[src/rtl/fpadd_pkg.sv]
// fpadd_pkg: field widths and the packed word layout shared by the
// exponent-aligning adder/subtractor and its checker.
// Assumes exponent above fraction in the word, both two's complement.
package fpadd_pkg;
    parameter int EXP_W  = 8;
    parameter int FRAC_W = 24;
    parameter int WORD_W = EXP_W + FRAC_W;
    parameter int GRP_W  = 8;

    typedef struct packed {
        logic signed [EXP_W-1:0]  ex;
        logic signed [FRAC_W-1:0] fr;
    } fword_t;
endpackage

[src/rtl/exp_compare.sv]
// exp_compare: compares two signed exponents. It returns the larger one,
// which side owns it, and the unsigned magnitude of their difference.
// Assumes signed inputs; the difference is one bit wider so it cannot wrap.
module exp_compare #(
    parameter int EXP_W = 8,
    localparam int DIF_W = EXP_W + 1
) (
    input  logic signed [EXP_W-1:0] ea,
    input  logic signed [EXP_W-1:0] eb,
    output logic                    a_big,
    output logic signed [EXP_W-1:0] ex_max,
    output logic        [DIF_W-1:0] mag
);
    logic signed [DIF_W-1:0] diff;

    // purpose: widen both exponents and form the signed difference
    always_comb begin
        diff = DIF_W'(ea) - DIF_W'(eb);
    end

    // purpose: choose the winning exponent and the absolute shift distance
    always_comb begin
        a_big  = (ea >= eb);
        ex_max = a_big ? ea : eb;
        mag    = a_big ? diff : -diff;
    end
endmodule

[src/rtl/frac_align.sv]
// frac_align: arithmetic right shifter for a signed fraction.
// Shifts of FRAC_W or more saturate to pure sign fill.
// Assumes the shift amount is an unsigned magnitude.
module frac_align #(
    parameter int FRAC_W = 24,
    parameter int SH_W   = 9,
    localparam int STG   = $clog2(FRAC_W)
) (
    input  logic signed [FRAC_W-1:0] din,
    input  logic        [SH_W-1:0]   shamt,
    output logic signed [FRAC_W-1:0] dout
);
    logic [FRAC_W-1:0] stage [0:STG];
    logic              wide;

    assign stage[0] = din;

    // purpose: one barrel stage per bit of the shift amount, sign-filling
    for (genvar i = 0; i < STG; i++) begin : g_stage
        localparam int D = 1 << i;
        assign stage[i+1] = shamt[i]
            ? {{D{stage[i][FRAC_W-1]}}, stage[i][FRAC_W-1:D]}
            : stage[i];
    end

    // purpose: flag distances that leave only the sign bit
    always_comb begin
        wide = (shamt >= SH_W'(FRAC_W));
    end

    // purpose: select saturated sign fill or the barrel result
    always_comb begin
        dout = wide ? {FRAC_W{din[FRAC_W-1]}} : stage[STG];
    end
endmodule

[src/rtl/csel_adder.sv]
// csel_adder: carry-select adder built from equal groups. Each group
// precomputes its sum for carry-in 0 and 1, and the incoming carry picks one.
// Assumes W is a multiple of GRP.
module csel_adder #(
    parameter int W   = 24,
    parameter int GRP = 8,
    localparam int NGRP = W / GRP
) (
    input  logic [W-1:0] a,
    input  logic [W-1:0] b,
    input  logic         cin,
    output logic [W-1:0] sum,
    output logic         cout
);
    logic [NGRP:0] c;

    assign c[0] = cin;

    // purpose: per-group speculative sums and carry selection
    for (genvar g = 0; g < NGRP; g++) begin : g_grp
        logic [GRP:0] s0, s1;
        assign s0 = {1'b0, a[g*GRP +: GRP]} + {1'b0, b[g*GRP +: GRP]};
        assign s1 = {1'b0, a[g*GRP +: GRP]} + {1'b0, b[g*GRP +: GRP]} + (GRP+1)'(1);
        assign sum[g*GRP +: GRP] = c[g] ? s1[GRP-1:0] : s0[GRP-1:0];
        assign c[g+1]            = c[g] ? s1[GRP]     : s0[GRP];
    end

    assign cout = c[NGRP];
endmodule

[src/rtl/fmt_align_addsub.sv]
// fmt_align_addsub: adds or subtracts two exponent/fraction words. The
// fraction with the smaller exponent is aligned by an arithmetic right
// shift, and the result carries the larger exponent. Purely combinational.
// Assumes no renormalisation; lost low bits are not reported.
module fmt_align_addsub
    import fpadd_pkg::*;
#(
    parameter int E_W = EXP_W,
    parameter int F_W = FRAC_W,
    parameter int G_W = GRP_W,
    localparam int W_W  = E_W + F_W,
    localparam int SH_W = E_W + 1
) (
    input  logic [W_W-1:0] op_a,
    input  logic [W_W-1:0] op_b,
    input  logic           sub_sel,
    output logic [W_W-1:0] res,
    output logic           carry_out,
    output logic           ovf
);
    logic signed [E_W-1:0]  ea, eb, ex_max;
    logic signed [F_W-1:0]  fa, fb, fa_al, fb_al;
    logic        [F_W-1:0]  addend, sum;
    logic        [SH_W-1:0] mag, sh_a, sh_b;
    logic                   a_big;

    // purpose: split each word into its exponent and fraction fields
    always_comb begin
        ea = op_a[W_W-1:F_W];
        eb = op_b[W_W-1:F_W];
        fa = op_a[F_W-1:0];
        fb = op_b[F_W-1:0];
    end

    exp_compare #(.EXP_W(E_W)) u_cmp (
        .ea(ea), .eb(eb), .a_big(a_big), .ex_max(ex_max), .mag(mag)
    );

    // purpose: steer the shift distance to the smaller-exponent side only
    always_comb begin
        sh_a = a_big ? '0  : mag;
        sh_b = a_big ? mag : '0;
    end

    frac_align #(.FRAC_W(F_W), .SH_W(SH_W)) u_al_a (
        .din(fa), .shamt(sh_a), .dout(fa_al)
    );
    frac_align #(.FRAC_W(F_W), .SH_W(SH_W)) u_al_b (
        .din(fb), .shamt(sh_b), .dout(fb_al)
    );

    // purpose: invert the aligned B fraction for subtraction (+1 via carry-in)
    always_comb begin
        addend = sub_sel ? ~fb_al : fb_al;
    end

    csel_adder #(.W(F_W), .GRP(G_W)) u_add (
        .a(fa_al), .b(addend), .cin(sub_sel), .sum(sum), .cout(carry_out)
    );

    // purpose: signed overflow from adder-input signs against the sum sign
    always_comb begin
        ovf = (fa_al[F_W-1] == addend[F_W-1]) && (sum[F_W-1] != fa_al[F_W-1]);
    end

    // purpose: pack the larger exponent with the result fraction
    always_comb begin
        res = {ex_max, sum};
    end
endmodule

[config.mk]
export PLATFORM = sky130hd
export DESIGN_NAME = fmt_align_addsub
export DESIGN_NICKNAME = d
export VERILOG_FILES = /design/src/rtl/fpadd_pkg.sv /design/src/rtl/exp_compare.sv /design/src/rtl/frac_align.sv /design/src/rtl/csel_adder.sv /design/src/rtl/fmt_align_addsub.sv
export SDC_FILE = /design/constraint.sdc
export NUM_CORES = 1
export LEC_CHECK = 0
export ABC_AREA = 1
export BUFFER_PORTS_ARGS = -buffer_cell sky130_fd_sc_hd__buf_2
export CAP_MARGIN = 20
export CORE_ASPECT_RATIO = 1.75
export CORE_MARGIN = 2
export CORE_UTILIZATION = 52
export DETAILED_ROUTE_END_ITERATION = 10
export MAX_ROUTING_LAYER = met4
export PLACE_DENSITY_LB_ADDON = 0.1
export SETUP_SLACK_MARGIN = 0.2
export SYNTH_ARGS = -nofsm -noshare
export SYNTH_HDL_FRONTEND = slang
export SYNTH_SLANG_ARGS = --single-unit
[constraint.sdc]
create_clock -name vclk -period 7.96
set_input_delay 0 -clock vclk [all_inputs]
set_output_delay 0 -clock vclk [all_outputs]
set_load 0.02 [all_outputs]
==> summary.md <==
The run finished with clean final reports. The minimum period implied by the final worst setup slack works out to 5.60 ns. The post-cts repair resize count came out at 0. The part of the total power dissipated in the clock network came out at 0%. The via count of the first global-routing pass was 6296; the largest driver fanout on the critical path was 22. The run gives 0 um2 as the sequential cell area. The highest-utilization routing layer at the global route stage was met2. Ranked by total cell area, the synthesized netlist is headed by sky130_fd_sc_hd__nand2_1 25%, sky130_fd_sc_hd__nand3_1 16%, sky130_fd_sc_hd__ha_1 8.0%.

The slew at the pin with the worst max-slew slack works out to 0.804 ns. The endpoint arrival time on the critical path was 5.60 ns. STA classifies the critical path startpoint as an input pin.

The share of the Yosys chip area taken by registers is 0%. The initial antenna violation count was 0. The number of setup buffers added after CTS is 0.

The count of input and output buffers is 99, and the headroom to the max-slew limit is 46.3%. The run gives 0 as the max-slew violation count. By instance count, the cell type seen most on the critical path is sky130_fd_sc_hd__nand2_1. Net switching is 66.2% of the power. The logs give 6773 for the number of vias in the routed layout and 51 for the count of unique library cells instantiated by Yosys. Following the worst setup path forward leads to its endpoint at res[19]. Global routing consumed, on the met1 layer, 31.7% of the routing resources. The tool flagged a number of max-cap violations equal to 0. The pre-antenna-repair detailed-routing pass consisted of 5 iterations. The run gives 1164 as the number of nets in the synthesized netlist. The number of standard-cell rows in the floorplan is 50. After the first detailed-routing iteration, the DRC count stood at 369.

In the finished layout, the clock tree contains a buffer count of 0. For this design the ratio of total power to cell area is 369 nW/um2. The largest net degree at the start of global routing was 46. STA classifies the critical path endpoint as an output pin. Yosys printed 0 warnings.

The net count of the finished layout is 1228. Once the floorplan was initialized, standard cells occupied 52.8% of the core. At the end of routability-driven placement, the weighted congestion stood at 0.978.

The peak per-stage delay on the critical path is 0.64 ns, and the routing usage on met3 is 0.700%. After filler insertion, the fill cell instance count of the layout stands at 1230. The dominant cell by count in the synthesized netlist was sky130_fd_sc_hd__nand2_1.

The net switching power is 1.48 mW. The cell count after synthesis came out at 1059. For this design, the slowest cell found on the critical path is sky130_fd_sc_hd__nor2_2. For met2 alone, demand over resource in global routing was 57.6%.

The post-detailed-routing wire length was 16900 um; the average vias per placed instance was 5.41. Derived from the worst setup path, the maximum achievable clock frequency is 179 MHz. For this design the static power due to leakage is 3.48 nW. After detailed placement, the design holds a cell count of 1251. The die covers 11700 um2. Setup violations remaining at the end of the flow were counted as 0. The wire length per cell works out to 13.5 um. Setup repair after global routing left no endpoint under its margin. The logs give 28100 um for the wire length of the first global-routing pass and 0 ns for the final total negative setup slack. The count of nets left with antenna violations once routing finished came out at 0.

In the finished design the tool counted flip-flops and latches totalling 0. The tools report the number of hold violations in the final report as 0. The die is 142 um tall.

Required time of the critical path: 7.96 ns. After synthesis, the mean cell area works out to 5.30 um2. The share of synthesized area in the top cell type comes to 25.4%. Synthesis-to-finish area growth: 7.33%. The post-route netlist has 14.7% of its cells at a drive strength greater than 1.

The tightest min-delay check is of the in2out type. Sorting the synthesized cells by how often they occur yields 380 x sky130_fd_sc_hd__nand2_1, 185 x sky130_fd_sc_hd__nand3_1, 98 x sky130_fd_sc_hd__inv_1. Relative contribution of sequential cells to total power: 0%. The internal power is 0.752 mW. Excluding fillers, the count of instances in the completed layout stands at 1251. The synthesized netlist occupies a cell area of 5620 um2. During I/O placement, the number of pins put on the boundary was 99.

The area of the core was 10600 um2. In this run, the combinational gates consume 100.0% of the power. The placed wire-length estimate is 14600 um. The critical path is of the in2out type.

The final critical path takes up 70.3% of the cycle. The synthesized design spends more area on one cell type than any other, namely sky130_fd_sc_hd__nand2_1. For this run, design rule violations remaining after detail routing come to 0. The number of antenna diodes in the final layout is 0. The tools report the worst supply voltage drop on vdd as 0.371 mV. The worst setup path startpoint is op_a[24].

The number of hold-repair buffers added at the cts stage is 0, and the remaining global-route overflow is 0. Global routing used 30.5% of the available tracks. The chip width works out to 82.6 um.
[area by class of cell]
cell class	count	area, um2	area share (%)
tap	130	163	2.70
multi-input combinational	909	4930	81.8
timing repair buffer	100	503	8.34
inverter	112	430	7.14
[kinds of logic (layout without fill, tap and decap cells)]
kind of cell | Yosys count | in the layout | synth area share (%)
fa+ha+maj | 40 | 40 | 9.44
buf+inv | 150 | 212 | 12.2
mux | 2 | 2 | 0.356
compound gates | 119 | 119 | 12.3
simple gates | 694 | 694 | 56.6
xor+xnor | 54 | 54 | 9.09
[power by group through the flow]
stage	Sequential [mW]	Clock [mW]	Combinational [mW]
floorplan	0	0	1.71
global placement	0	0	2.22
detailed placement	0	0	2.22
CTS	0	0	2.23
global route	0	0	2.53
finish	0	0	2.23
[routing by layer]
layer  part of all wire (%)  routed length [um]
met3                    2.8                 469
met5                      0                   0
met4                    5.5                 930
met2                     54                9140
met1                     38                6390
[cell usage in the layout, fill, tap and decap left out, types with 2 or more instances in the layout]
cell type,Yosys,layout
sky130_fd_sc_hd__o211ai_1,13,13
sky130_fd_sc_hd__nand3b_1,4,4
sky130_fd_sc_hd__or2_1,3,3
sky130_fd_sc_hd__o21ai_1,15,15
sky130_fd_sc_hd__inv_2,10,10
sky130_fd_sc_hd__a21oi_1,25,25
sky130_fd_sc_hd__nor2_1,62,62
sky130_fd_sc_hd__o21ai_2,4,4
sky130_fd_sc_hd__xnor2_1,13,13
sky130_fd_sc_hd__o21a_1,4,4
sky130_fd_sc_hd__nor2_2,4,4
sky130_fd_sc_hd__nor2_8,4,4
sky130_fd_sc_hd__and2_1,2,2
sky130_fd_sc_hd__xor2_1,39,39
sky130_fd_sc_hd__mux2i_1,2,2
sky130_fd_sc_hd__nor2_4,4,4
sky130_fd_sc_hd__ha_1,36,36
sky130_fd_sc_hd__nand2_2,9,9
sky130_fd_sc_hd__or2_2,4,4
sky130_fd_sc_hd__a21o_1,4,4
sky130_fd_sc_hd__fa_1,4,4
sky130_fd_sc_hd__o21ai_0,45,45
sky130_fd_sc_hd__nand4_1,10,10
sky130_fd_sc_hd__nand2_8,2,2
sky130_fd_sc_hd__inv_1,98,98
sky130_fd_sc_hd__a21oi_2,3,3
sky130_fd_sc_hd__nand3_1,185,185
sky130_fd_sc_hd__nand3_2,5,5
sky130_fd_sc_hd__buf_2,14,99
sky130_fd_sc_hd__clkinv_1,2,2
sky130_fd_sc_hd__nand2_4,7,7
sky130_fd_sc_hd__nor3_1,4,4
sky130_fd_sc_hd__nor3_2,2,2
sky130_fd_sc_hd__nand2_1,380,380
sky130_fd_sc_hd__a31oi_1,2,2
[per-stage QoR]
step                      setup WS [ns]  cell area, um2  total power [mW]  hold slack, ns  utilization [%]
after CTS                          2.36            6030              2.23           0.348             56.7
final                              2.36            6030              2.23           0.346             56.7
after global routing               1.74            6030              2.53           0.376             56.7
after global placement             2.48            6030              2.22           0.342             56.7
after detailed placement           2.36            6030              2.22           0.344             56.7
after floorplan                    3.38            5620              1.71           0.257                -
[worst max-delay path: cells and delay by family]
kind / cells / cell delay, ns
AND/OR/NAND/NOR: 16 / 2.51
adder cells (fa/ha/maj): 6 / 1.87
XOR/XNOR: 2 / 0.28
buffers and inverters: 7 / 0.93
[how the worst min path moves through the flow]
stage	depth (start not counted)	endpoint	slack, ns	startpoint
finish	4	res[27]	0.35	op_a[27]
global placement	4	res[28]	0.34	op_a[28]
detailed placement	4	res[29]	0.34	op_a[29]
global route	4	res[24]	0.38	op_b[24]
floorplan	2	res[24]	0.26	op_b[24]
CTS	4	res[29]	0.35	op_a[29]
Note: power is estimated with default switching activity, not from simulation.
